File: src/rtl/chrbuf_pkg.sv
// Package: shared widths and the blank character code for the buffer controller.
// Assumes codes are at least two bits wide.
package chrbuf_pkg;
    parameter int unsigned CODE_W  = 6;
    parameter int unsigned ENTRIES = 8;

    // Blank code: MSB set, remaining bits clear.
    function automatic logic [CODE_W-1:0] blank_code();
        logic [CODE_W-1:0] b;
        b = '0;
        b[CODE_W-1] = 1'b1;
        return b;
    endfunction
endpackage

File: src/rtl/chrbuf_sync.sv
// Module: multi-stage synchronizer for a bus of asynchronous inputs.
// Assumes all bits are sampled together, so skew between bits is not resolved.
module chrbuf_sync #(
    parameter int unsigned W      = 1,
    parameter int unsigned STAGES = 2,
    parameter logic [W-1:0] RST_VAL = '0
) (
    input  logic         clk,
    input  logic         rst_n,
    input  logic [W-1:0] d,
    output logic [W-1:0] q
);
    logic [W-1:0] chain [STAGES];

    genvar s;
    generate
        for (s = 0; s < STAGES; s++) begin : g_stage
            // Shift the input one stage further into the clock domain.
            always_ff @(posedge clk) begin
                if (!rst_n)
                    chain[s] <= RST_VAL;
                else if (s == 0)
                    chain[s] <= d;
                else
                    chain[s] <= chain[(s == 0) ? 0 : s-1];
            end
        end
    endgenerate

    assign q = chain[STAGES-1];
endmodule

File: src/rtl/chrbuf_strobe.sv
// Module: qualifies the write strobe with all chip selects and emits start/end pulses.
// Assumes synchronized inputs; the start is the last enabling edge, the end the first disabling one.
module chrbuf_strobe #(
    parameter int unsigned NUM_SEL = 2
) (
    input  logic               clk,
    input  logic               rst_n,
    input  logic               wr_n_s,
    input  logic [NUM_SEL-1:0] sel_s,
    output logic               act,
    output logic               start_p,
    output logic               end_p
);
    logic gate_now;

    assign gate_now = ~wr_n_s & (&sel_s);

    // Register the gated strobe to find its edges.
    always_ff @(posedge clk) begin
        if (!rst_n) act <= 1'b0;
        else        act <= gate_now;
    end

    assign start_p = gate_now & ~act;
    assign end_p   = ~gate_now & act;
endmodule

File: src/rtl/chrbuf_seq_ctr.sv
// Module: sequential location counter with overflow (full) flag.
// Assumes the increment is never requested while full.
module chrbuf_seq_ctr #(
    parameter int unsigned DEPTH = 8,
    localparam int unsigned AW   = $clog2(DEPTH),
    localparam int unsigned CW   = AW + 1
) (
    input  logic          clk,
    input  logic          rst_n,
    input  logic          inc_i,
    input  logic          clr_i,
    output logic [AW-1:0] loc_o,
    output logic          full_o
);
    logic [CW-1:0] cnt_q;

    // Count accepted sequential writes; clear wins over increment.
    always_ff @(posedge clk) begin
        if (!rst_n || clr_i) cnt_q <= '0;
        else if (inc_i)      cnt_q <= cnt_q + 1'b1;
    end

    assign loc_o  = cnt_q[AW-1:0];
    assign full_o = (cnt_q == CW'(DEPTH));


    hold_when_idle_chk: assert property (@(posedge clk) disable iff (!rst_n)
        (!inc_i && !clr_i) |=> $stable(cnt_q));

    full_only_after_inc_chk: assert property (@(posedge clk) disable iff (!rst_n)
        $rose(full_o) |-> $past(inc_i));
endmodule

File: src/rtl/chrbuf_mem.sv
// Module: character storage with one write port, a bulk clear to blank and a read port.
// Assumes clear has priority over a write in the same cycle.
module chrbuf_mem #(
    parameter int unsigned DEPTH = 8,
    parameter int unsigned W     = 6,
    localparam int unsigned AW   = $clog2(DEPTH)
) (
    input  logic          clk,
    input  logic          rst_n,
    input  logic          we_i,
    input  logic [AW-1:0] wa_i,
    input  logic [W-1:0]  wd_i,
    input  logic          clr_i,
    input  logic [AW-1:0] ra_i,
    output logic [W-1:0]  rd_o
);
    localparam logic [W-1:0] BLANK = {1'b1, {(W-1){1'b0}}};

    logic [W-1:0] mem_q [DEPTH];

    genvar i;
    generate
        for (i = 0; i < DEPTH; i++) begin : g_ent
            // Hold one character; blank on reset or clear, load on a matching write.
            always_ff @(posedge clk) begin
                if (!rst_n || clr_i)
                    mem_q[i] <= BLANK;
                else if (we_i && wa_i == AW'(i))
                    mem_q[i] <= wd_i;
            end


            blank_after_clr_chk: assert property (@(posedge clk) disable iff (!rst_n)
                clr_i |=> (mem_q[i] == BLANK));
        end
    endgenerate

    assign rd_o = mem_q[ra_i];
endmodule

File: src/rtl/chrbuf_wr_ctrl.sv
// Module: top of the character buffer write controller.
// Synchronizes bus inputs, captures mode/location/enable at strobe start and data at strobe end,
// and drives the memory, counter, full flag and busy status.
// Assumes ctl[1] is held high around a switch into or out of sequential mode.
module chrbuf_wr_ctrl #(
    parameter int unsigned DEPTH   = chrbuf_pkg::ENTRIES,
    parameter int unsigned CODE_W  = chrbuf_pkg::CODE_W,
    parameter int unsigned NUM_SEL = 2,
    parameter int unsigned STAGES  = 2,
    localparam int unsigned AW     = $clog2(DEPTH),
    localparam int unsigned BUS_W  = 2 + NUM_SEL + AW + CODE_W
) (
    input  logic               clk,
    input  logic               rst_n,
    input  logic               wr_n,
    input  logic [NUM_SEL-1:0] sel,
    input  logic               mode,
    input  logic [AW-1:0]      ctl,
    input  logic [CODE_W-1:0]  din,
    input  logic               standby,
    input  logic [AW-1:0]      rd_addr,
    output logic [CODE_W-1:0]  rd_data,
    output logic               full_o,
    output logic               full_oe,
    output logic               wr_busy
);
    localparam logic [BUS_W-1:0] BUS_RST = {1'b1, {(BUS_W-1){1'b0}}};

    logic               wr_n_s, mode_s;
    logic [NUM_SEL-1:0] sel_s;
    logic [AW-1:0]      ctl_s;
    logic [CODE_W-1:0]  din_s;
    logic               strb_act, start_p, end_p;
    logic               mode_q, busy_q, oe_q;
    logic [AW-1:0]      addr_q;
    logic [AW-1:0]      seq_loc;
    logic               seq_full, clr, mem_we, seq_inc;
    logic [AW-1:0]      wr_loc;

    chrbuf_sync #(.W(BUS_W), .STAGES(STAGES), .RST_VAL(BUS_RST)) u_sync (
        .clk   (clk),
        .rst_n (rst_n),
        .d     ({wr_n, mode, sel, ctl, din}),
        .q     ({wr_n_s, mode_s, sel_s, ctl_s, din_s})
    );

    chrbuf_strobe #(.NUM_SEL(NUM_SEL)) u_strb (
        .clk     (clk),
        .rst_n   (rst_n),
        .wr_n_s  (wr_n_s),
        .sel_s   (sel_s),
        .act     (strb_act),
        .start_p (start_p),
        .end_p   (end_p)
    );

    // Capture mode, location and acceptance at strobe start; close the write at strobe end.
    always_ff @(posedge clk) begin
        if (!rst_n) begin
            mode_q <= 1'b0;
            addr_q <= '0;
            busy_q <= 1'b0;
            oe_q   <= 1'b0;
        end else if (start_p) begin
            mode_q <= mode_s;
            if (mode_s) begin
                busy_q <= ctl_s[0] & ~seq_full;
            end else begin
                addr_q <= ctl_s;
                busy_q <= 1'b1;
                oe_q   <= 1'b0;
            end
        end else if (end_p) begin
            busy_q <= 1'b0;
            if (mode_q) oe_q <= 1'b1;
        end
    end

    assign clr     = mode_q & ~ctl_s[1];
    assign mem_we  = end_p & busy_q;
    assign seq_inc = mem_we & mode_q;
    assign wr_loc  = mode_q ? seq_loc : addr_q;

    chrbuf_seq_ctr #(.DEPTH(DEPTH)) u_ctr (
        .clk    (clk),
        .rst_n  (rst_n),
        .inc_i  (seq_inc),
        .clr_i  (clr),
        .loc_o  (seq_loc),
        .full_o (seq_full)
    );

    chrbuf_mem #(.DEPTH(DEPTH), .W(CODE_W)) u_mem (
        .clk   (clk),
        .rst_n (rst_n),
        .we_i  (mem_we),
        .wa_i  (wr_loc),
        .wd_i  (din_s),
        .clr_i (clr),
        .ra_i  (rd_addr),
        .rd_o  (rd_data)
    );

    assign full_oe = oe_q;
    assign full_o  = oe_q & seq_full & ~standby;
    assign wr_busy = busy_q;


    busy_in_strobe_chk: assert property (@(posedge clk) disable iff (!rst_n)
        wr_busy |-> strb_act);

    seq_write_not_full_chk: assert property (@(posedge clk) disable iff (!rst_n)
        seq_inc |-> !seq_full);

    oe_seq_only_chk: assert property (@(posedge clk) disable iff (!rst_n)
        full_oe |-> mode_q);
endmodule

File: config.mk
export PLATFORM = sky130hd
export DESIGN_NAME = chrbuf_wr_ctrl
export DESIGN_NICKNAME = d
export VERILOG_FILES = /design/src/rtl/chrbuf_pkg.sv /design/src/rtl/chrbuf_sync.sv /design/src/rtl/chrbuf_strobe.sv /design/src/rtl/chrbuf_seq_ctr.sv /design/src/rtl/chrbuf_mem.sv /design/src/rtl/chrbuf_wr_ctrl.sv
export SDC_FILE = /design/constraint.sdc
export NUM_CORES = 1
export LEC_CHECK = 0
export ABC_AREA = 1
export BUFFER_PORTS_ARGS = -buffer_cell sky130_fd_sc_hd__buf_2
export CAP_MARGIN = 25
export CORE_MARGIN = 5
export CORE_UTILIZATION = 40
export DETAILED_ROUTE_END_ITERATION = 10
export HOLD_SLACK_MARGIN = 0.08
export PLACE_DENSITY = 0.57
export SETUP_SLACK_MARGIN = 0.05
export SYNTH_ARGS = -nofsm -noshare
export SYNTH_HDL_FRONTEND = slang
export SYNTH_HIERARCHICAL = 1
export SYNTH_SLANG_ARGS = --single-unit
File: constraint.sdc
create_clock -name clk -period 1.9 [get_ports clk]
set_input_delay 0.285 -clock clk [delete_from_list [all_inputs] [get_ports clk]]
set_output_delay 0.285 -clock clk [all_outputs]
set_load 0.01 [all_outputs]
### Word-level counts from Yosys, hierarchy flattened

Memory sizes are Yosys's and may differ from the RTL's.
Cells that the tools add are included.

* flip-flop bits (word level): 11
* memory bits (writable): 74
* input bits: 19
* logic and storage cells: 106
* memories: 2

Memories
* u_mem.mem_q: words 8, bits a word 6, rd ports 1, clocked after Yosys merged registers in 0, wr ports 8, line chrbuf_mem.sv:19 `logic [W-1:0] mem_q [DEPTH];`
* u_sync.chain: words 2, bits a word 13, rd ports 2, clocked after Yosys merged registers in 0, wr ports 2, line chrbuf_sync.sv:13 `logic [W-1:0] chain [STAGES];`

* $add $sub $neg: 1
* eq/ne operators: 9
* multiplexer cells: 46
* bitwise logic cells: 26
* reduce and logical (&&, ||, !) cells: 16

Operators with widths (number)
* $mux 6: 8
* $mux 1: 35
* $mux 13: 2
* $eq 3x3->1 const B: 4
* $or 1x1->1: 10
* $and 1x1->1: 9
* $logic_and 1x1->1: 8
* $not 1->1: 7
* $eq 3x2->1 const B: 2
* $add 4x1->4 const B: 1
* $eq 4x4->1 const B: 1
* $reduce_and 2->1: 2
* $reduce_bool 2->1: 2
* $eq 3x1->1 const B: 1
* $logic_not 3->1: 1
* $mux 3: 1
* $reduce_and 3->1: 1
* $ne 2x2->1 const B: 1
* $logic_not 1->1: 1
* $logic_or 1x1->1: 1

### Logic depth before layout (Yosys ltp)

Gate-level depths: netlist (run 1).

* depth after elaboration: 10
* mapped depth: 10
* mapped depth without buffers: 10

### Cells and area by module

The synthesis (run 1) kept the hierarchy.

Modules (own cells, without submodules)
* chrbuf_mem: times used 1, cells an instance 302, area each 2601.2 um^2, seq. area each 1441.4 um^2
* chrbuf_sync: times used 1, cells an instance 81, area each 762.0 um^2, seq. area each 520.5 um^2
* chrbuf_wr_ctrl: times used 1, cells an instance 46, area each 285.3 um^2, seq. area each 120.1 um^2
* chrbuf_seq_ctr: times used 1, cells an instance 31, area each 224.0 um^2, seq. area each 80.1 um^2
* chrbuf_strobe: times used 1, cells an instance 10, area each 60.1 um^2, seq. area each 20.0 um^2

### Worst setup path after synthesis (run 1)

Ideal clock, no wire load.

* kind: reg2reg
* from: register u_ctr.cnt_q[0]
* to: memory u_mem.mem_q[7][0], enable pin
* setup time: 0.377 ns
* data arrival time: 1.331 ns
* data required time: 1.523 ns
* slack: 0.192 ns
* cell stages (with the launch flop): 6
* cell sequence: dfxtp_1 -> buf_4 -> nand2_1 -> nand2_1 -> nand2_1 -> o21ai_0

RTL lines
* start: declaration: line chrbuf_seq_ctr.sv:15 `logic [CW-1:0] cnt_q;`
* start signal: assignment: line chrbuf_seq_ctr.sv:20 `else if (inc_i) cnt_q <= cnt_q + 1'b1;`
* end: declaration: line chrbuf_mem.sv:19

==> results of run 1 <==
==> power groups by stage <==
stage          registers (mW)  logic (mW)  clock network, mW
2_1_floorplan            2.04       0.172                  0
3_3_place_gp             2.05       0.239                  0
3_5_place_dp             2.05       0.243                  0
4_1_cts                  2.01       0.245               1.29
5_1_grt                  2.01       0.279               1.39
6_report                 2.00       0.241               1.24
==> kinds of logic after synthesis <==
family          count (synthesis)  share of synthesized area
flops                          85                     0.5549
buf+inv                       121                     0.1365
fa+ha+maj                       2                   0.006362
simple gates                  252                     0.2895
compound gates                 10                    0.01272
==> worst paths after layout <==
check,slack [ps],endpoint,cells after the start,startpoint
setup / recovery,200,u_mem/mem_q[7][2]$_SDFFCE_PN0P_,8,mode_q$_SDFFE_PN0P_
hold / removal,110,u_sync/chain[0][1]$_SDFF_PN0_,3,din[1]
setup reg to reg,200,u_mem/mem_q[7][2]$_SDFFCE_PN0P_,8,mode_q$_SDFFE_PN0P_
hold reg to reg,410,u_sync/chain[1][11]$_SDFF_PN0_,2,u_sync/chain[0][11]$_SDFF_PN0_
==> per-stage QoR <==
| stage | area [um2] | setup WS (ps) |
|---|---|---|
| after floorplan | 3933 | 192.0 |
| after global placement | 4169 | 196.3 |
| after detailed placement | 4169 | 135.3 |
| after CTS | 4378 | 123.2 |
| after global routing | 4399 | 60.67 |
| final | 4399 | 198.5 |
==> cell usage in the layout, fill, tap and decap left out, drive strengths merged, types with 5 or more instances in the layout <==
master	n
clkbuf	10
nand2	142
nand3	37
nand4	8
edfxtp	48
a21oi	5
buf	36
inv	106
o21ai	5
dfxtp	37
nor2	64
==> routing by layer <==
layer,vias to the layer above,share of wire
met5,-,0
met1,1179,0.46
met3,15,0.048
li1,1475,-
met4,0,0.026
met2,60,0.47
==> worst min-delay path, stage by stage <==
cell and delay [ps]:
buf_2 70, nand2_1 40, inv_1 40
==> area by class of cell <==
cell class / count / area, um2
clock buffer: 10 / 148.9
clock inverter: 6 / 50.05
fill: 975 / 5285
inverter: 104 / 395.4
multi-input combinational: 264 / 1231
sequential: 85 / 2182
tap: 133 / 166.4
timing repair buffer: 37 / 225.2
==> flip-flops by register name, summed over array words and instances, names as in the netlist <==
name and flops:
mode_q 1, u_sync/chain 26, full_oe 1, u_mem/mem_q 48, u_ctr/cnt_q 4, u_strb/act 1
wr_busy 1, addr_q 3
==> repair_timing <==
item	CTS	global route
setup buffers	0	0
resized for setup	0	6
hold endpoints to repair	1	0
setup endpoints to repair	0	51
hold buffers	1	0
==> run summary, run 1 <==
Status: complete, no violations
Die area: 11910 um2
Total power: 3.486 mW
Slowest CP cell: dfxtp_1
Max Cap Violations: 0
Max-slew violation count: 0
Drt drc: 0
Clock buffer depth: 2
Slew @ Worst Pin: 373.6 ps
Clk sinks: 85
Global route overflow: 0
Combinational Power Share: 0.069
CP Class: reg2reg
Mapped Area: 3933 um2
Layout Skew: 9.175 ps
Lkg Pwr: 2.082 nW
Top delay family on crit path: buffers and inverters
Buf/Inv on CP: 3
Met2 Usage GRT: 0.2167
CTS Buf Count: 9
WP data arrival: 1790 ps
Worst min path class: in2reg
Count leader, synth: nand2_1
Most crowded layer after global routing: met2
Final std cells w/o fill: 639
Clk root buf: clkbuf_8
WL per Instance: 11.21 um
Vias: 2729
Final setup viols: 0
Placed insts: 622
FMAX: 0.5877 GHz
Worst Setup Start Kind: flip-flop
Fraction of layout cells with a size suffix above 1: 0.1581
Largest net degree at the start of global routing: 34
P_int: 2.646 mW
DRT Wirelength: 7.165 mm
Initial core utilization: 0.4061
Worst hold slack: 114.1 ps
Synth top cells by count: nand2_1, inv_1, nor2_1
Crit path cell chain: inv_1, nand2_1, nand2_1, nand2_1, clkinvlp_4, buf_4, nand3_2, nor2_1
Clk_lat worst skew: 350 ps
First-pass GRT wire length: 12.53 mm
Main flop type after synthesis: edfxtp_1
Synth top area cells: edfxtp_1, dfxtp_1, nand2_1
Met3 Use GR: 0.03671
#FFs+latches synth: 85
Switching pwr: 0.8399 mW
TritonRoute pass-1 iters: 4
Synth warn: 6
Synth top area share: 0.3665
Tmin final: 1702 ps
Cells after Synth: 470
Setup_tns: 0 ps
Synth cell types: 23
Crit share post-route: 0.8955
Post-route ant nets: 0
Grt met1 use: 0.1708
FP Rows: 36
Final net count: 522
Sw Share: 0.2410
PortBufs: 27
Dpl hpwl: 5.310 mm
Core ar.: 9684 um2
Crit end category: flip-flop
Clock share of power: 0.356
Power Density: 792.3 nW/um2
CTS tree: yes
Die width: 109.2 um
CP Max Fanout: 9
Vias per cell: 4.271
Final Hold Vio Count: 0
Gpl congestion: 0.8192
Number of global-route vias before repair: 2688
Seq/Total Area, Yosys: 0.5549
Final core utilization: 0.4543
Mapped Nets: 491
Yosys top cell by area: edfxtp_1
CTS H-tree depth: 3
Vert. Die Dim: 109.2 um
Iter 0 DRT Violations: 161
Clk slew on worst S/H paths: 90 ps
Slew Limit Headroom: 0.7507
Number of placed I/O pins: 28
Syn avg cell area: 8.367 um2
RSZ-0062 raised after global routing: false
Slowest stage delay, CP: 390 ps
CP most frequent cell: nand2_1
Tot GR Track Use: 0.1353
P&R area growth vs syn: 11.87%
Maximum vdd drop: 0.4437 mV
Share of power burned in registers: 0.575
Initial antenna violation count: 0
Synth async-reset ratio: 0
ANT cells: 0
Post-synth EDFFs: 48
CP required: 1990 ps
No activity file was read; power rests on OpenSTA's default activity.
==> run 2: changes to the inputs <==
MAX_ROUTING_LAYER = met4   (was unset)
==> run 2 against run 1 <==
Clock skew is 1.1 ps higher. Clock power about the same. Core utilization unchanged. Power about the same. Non-clock buffer count stayed put. Via count grew 0.70%. Largest cell class unchanged.
==> run summary, run 2 (synthesis gave the netlist of run 1 again) <==
Status: complete, no violations
Drt drc: 0
Final Hold Vio Count: 0
Most common cell after layout, fill and taps aside: nand2_1
WL per Instance: 11.23 um
Clk_lat worst skew: 350 ps
Tmin final: 1705 ps
Most frequent cells in the layout: nand2_1, inv_1, nor2_1
Worst min path class: in2reg
RSZ-0062 raised after global routing: false
FMAX: 0.5865 GHz
Power Density: 792.1 nW/um2
Slowest CP cell: dfxtp_1
Initial antenna violation count: 0
Maximum vdd drop: 0.4437 mV
Fillcell total: 975
Crit path cell chain: inv_1, nand2_1, nand2_1, nand2_1, clkinvlp_4, buf_4, nand3_2, nor2_1
Clk sinks: 85
Biggest register: u_mem/mem_q
Slowest stage delay, CP: 390 ps
Register area: 2182 um2
CP most frequent cell: nand2_1
CP required: 1990 ps
Clk root buf: clkbuf_8
CTS tree: yes
Slew @ Worst Pin: 370.1 ps
First-pass GRT wire length: 12.54 mm
Tot GR Track Use: 0.1394
Setup_tns: 0 ps
Max Cap Violations: 0
R2r setup slk: 190 ps
Global route overflow: 0
Layout Skew: 10.23 ps
Worst Setup Start Kind: flip-flop
Register-to-Register Path Depth: 8
ANT cells: 0
CTS H-tree depth: 3
PortBufs: 27
Largest net degree at the start of global routing: 34
Buf/Inv on CP: 3
Reg-to-reg critical path startpoint: mode_q$_SDFFE_PN0P_
Initial core utilization: 0.4061
Final net count: 522
Post-route ant nets: 0
Vias: 2748
Top Registers: u_mem/mem_q (48), u_sync/chain (26), u_ctr/cnt_q (4)
TritonRoute pass-1 iters: 4
Final core utilization: 0.4543
Lkg Pwr: 2.082 nW
Crit end category: flip-flop
P&R area growth vs syn: 11.87%
Beginning of the critical path: mode_q$_SDFFE_PN0P_
Max reg flops: 48
WP data arrival: 1800 ps
# Post-CTS Setup Buffers: 0
Crit share post-route: 0.8974
Vias per cell: 4.300
Worst path depth: 8
Iter 0 DRT Violations: 179
Gpl congestion: 0.8315
CP Max Fanout: 9
CP Class: reg2reg
DRT Wirelength: 7.179 mm
R2r endpoint: u_mem/mem_q[7][2]$_SDFFCE_PN0P_
Top delay family on crit path: buffers and inverters
Slew Limit Headroom: 0.7530
FP Rows: 36
CTS Buf Count: 9
Total power: 3.484 mW
Clk slew on worst S/H paths: 90 ps
Clock buffer depth: 2
Core ar.: 9684 um2
Number of placed I/O pins: 28
Die area: 11910 um2
Die width: 109.2 um
Number of global-route vias before repair: 2680
Vert. Die Dim: 109.2 um
Final setup viols: 0
Fraction of layout cells with a size suffix above 1: 0.1581
Worst setup endpoint: u_mem/mem_q[7][2]$_SDFFCE_PN0P_
Dpl hpwl: 5.310 mm
Max-slew violation count: 0
Multi-input gate area: 1231 um2
Worst hold slack: 116.0 ps
[run 2: layer usage]
| layer | global-route usage | wire length, um | vias to the layer above |
|---|---|---|---|
| met4 | 0.06041 | 197 | 0 |
| met2 | 0.2171 | 3323 | 58 |
| met5 | - | 0 | - |
| li1 | - | - | 1476 |
| met1 | 0.1712 | 3319 | 1198 |
| met3 | 0.03612 | 338 | 16 |
[run 2: what timing repair did]
| item | CTS | global route |
|---|---|---|
| endpoints found under the hold margin | 1 | 0 |
| gates resized for setup | 0 | 6 |
| hold buffers | 1 | 0 |
| setup endpoints to repair | 0 | 51 |
[run 2: worst min-delay path by stage]
stage	from	endpoint	slack, ps	depth (start not counted)
2_1_floorplan	wr_n	u_sync/chain[0][12]$_SDFF_PN1_	370	2
3_3_place_gp	u_sync/chain[0][8]$_SDFF_PN0_	u_sync/chain[1][8]$_SDFF_PN0_	390	2
3_5_place_dp	u_sync/chain[0][11]$_SDFF_PN0_	u_sync/chain[1][11]$_SDFF_PN0_	400	2
4_1_cts	din[0]	u_sync/chain[0][0]$_SDFF_PN0_	90	3
5_1_grt	din[0]	u_sync/chain[0][0]$_SDFF_PN0_	90	3
6_report	din[1]	u_sync/chain[0][1]$_SDFF_PN0_	120	3
[run 2: where the power goes]
| group | internal (mW) | switching [mW] |
|---|---|---|
| sequential | 1.99 | 0.0159 |
| clock | 0.575 | 0.663 |
| combinational | 0.0816 | 0.159 |
[run 2: layout make-up]
| type | count | area share |
|---|---|---|
| Clock buffer | 10 | 0.03385 |
| Clock inverter | 6 | 0.01138 |
| Inverter | 104 | 0.08987 |
| Multi-Input combinational cell | 264 | 0.2799 |
| Sequential cell | 85 | 0.4960 |
| Tap cell | 133 | 0.03783 |
| Timing Repair Buffer | 37 | 0.05119 |
[run 2: stage by stage]
stage / instances / cell area [um2] / setup slack, ps
floorplan: 470 / 3933 / 192.0
global route: 639 / 4399 / 60.68
detailed placement: 622 / 4169 / 135.3
finish: 639 / 4399 / 194.9
global placement: 622 / 4169 / 196.3
CTS: 639 / 4378 / 123.2
[run 2: tightest hold or removal path, delay by kind of cell]
family / cells / cell delay, ps
buffers and inverters: 2 / 110
and+or+nand+nor: 1 / 40
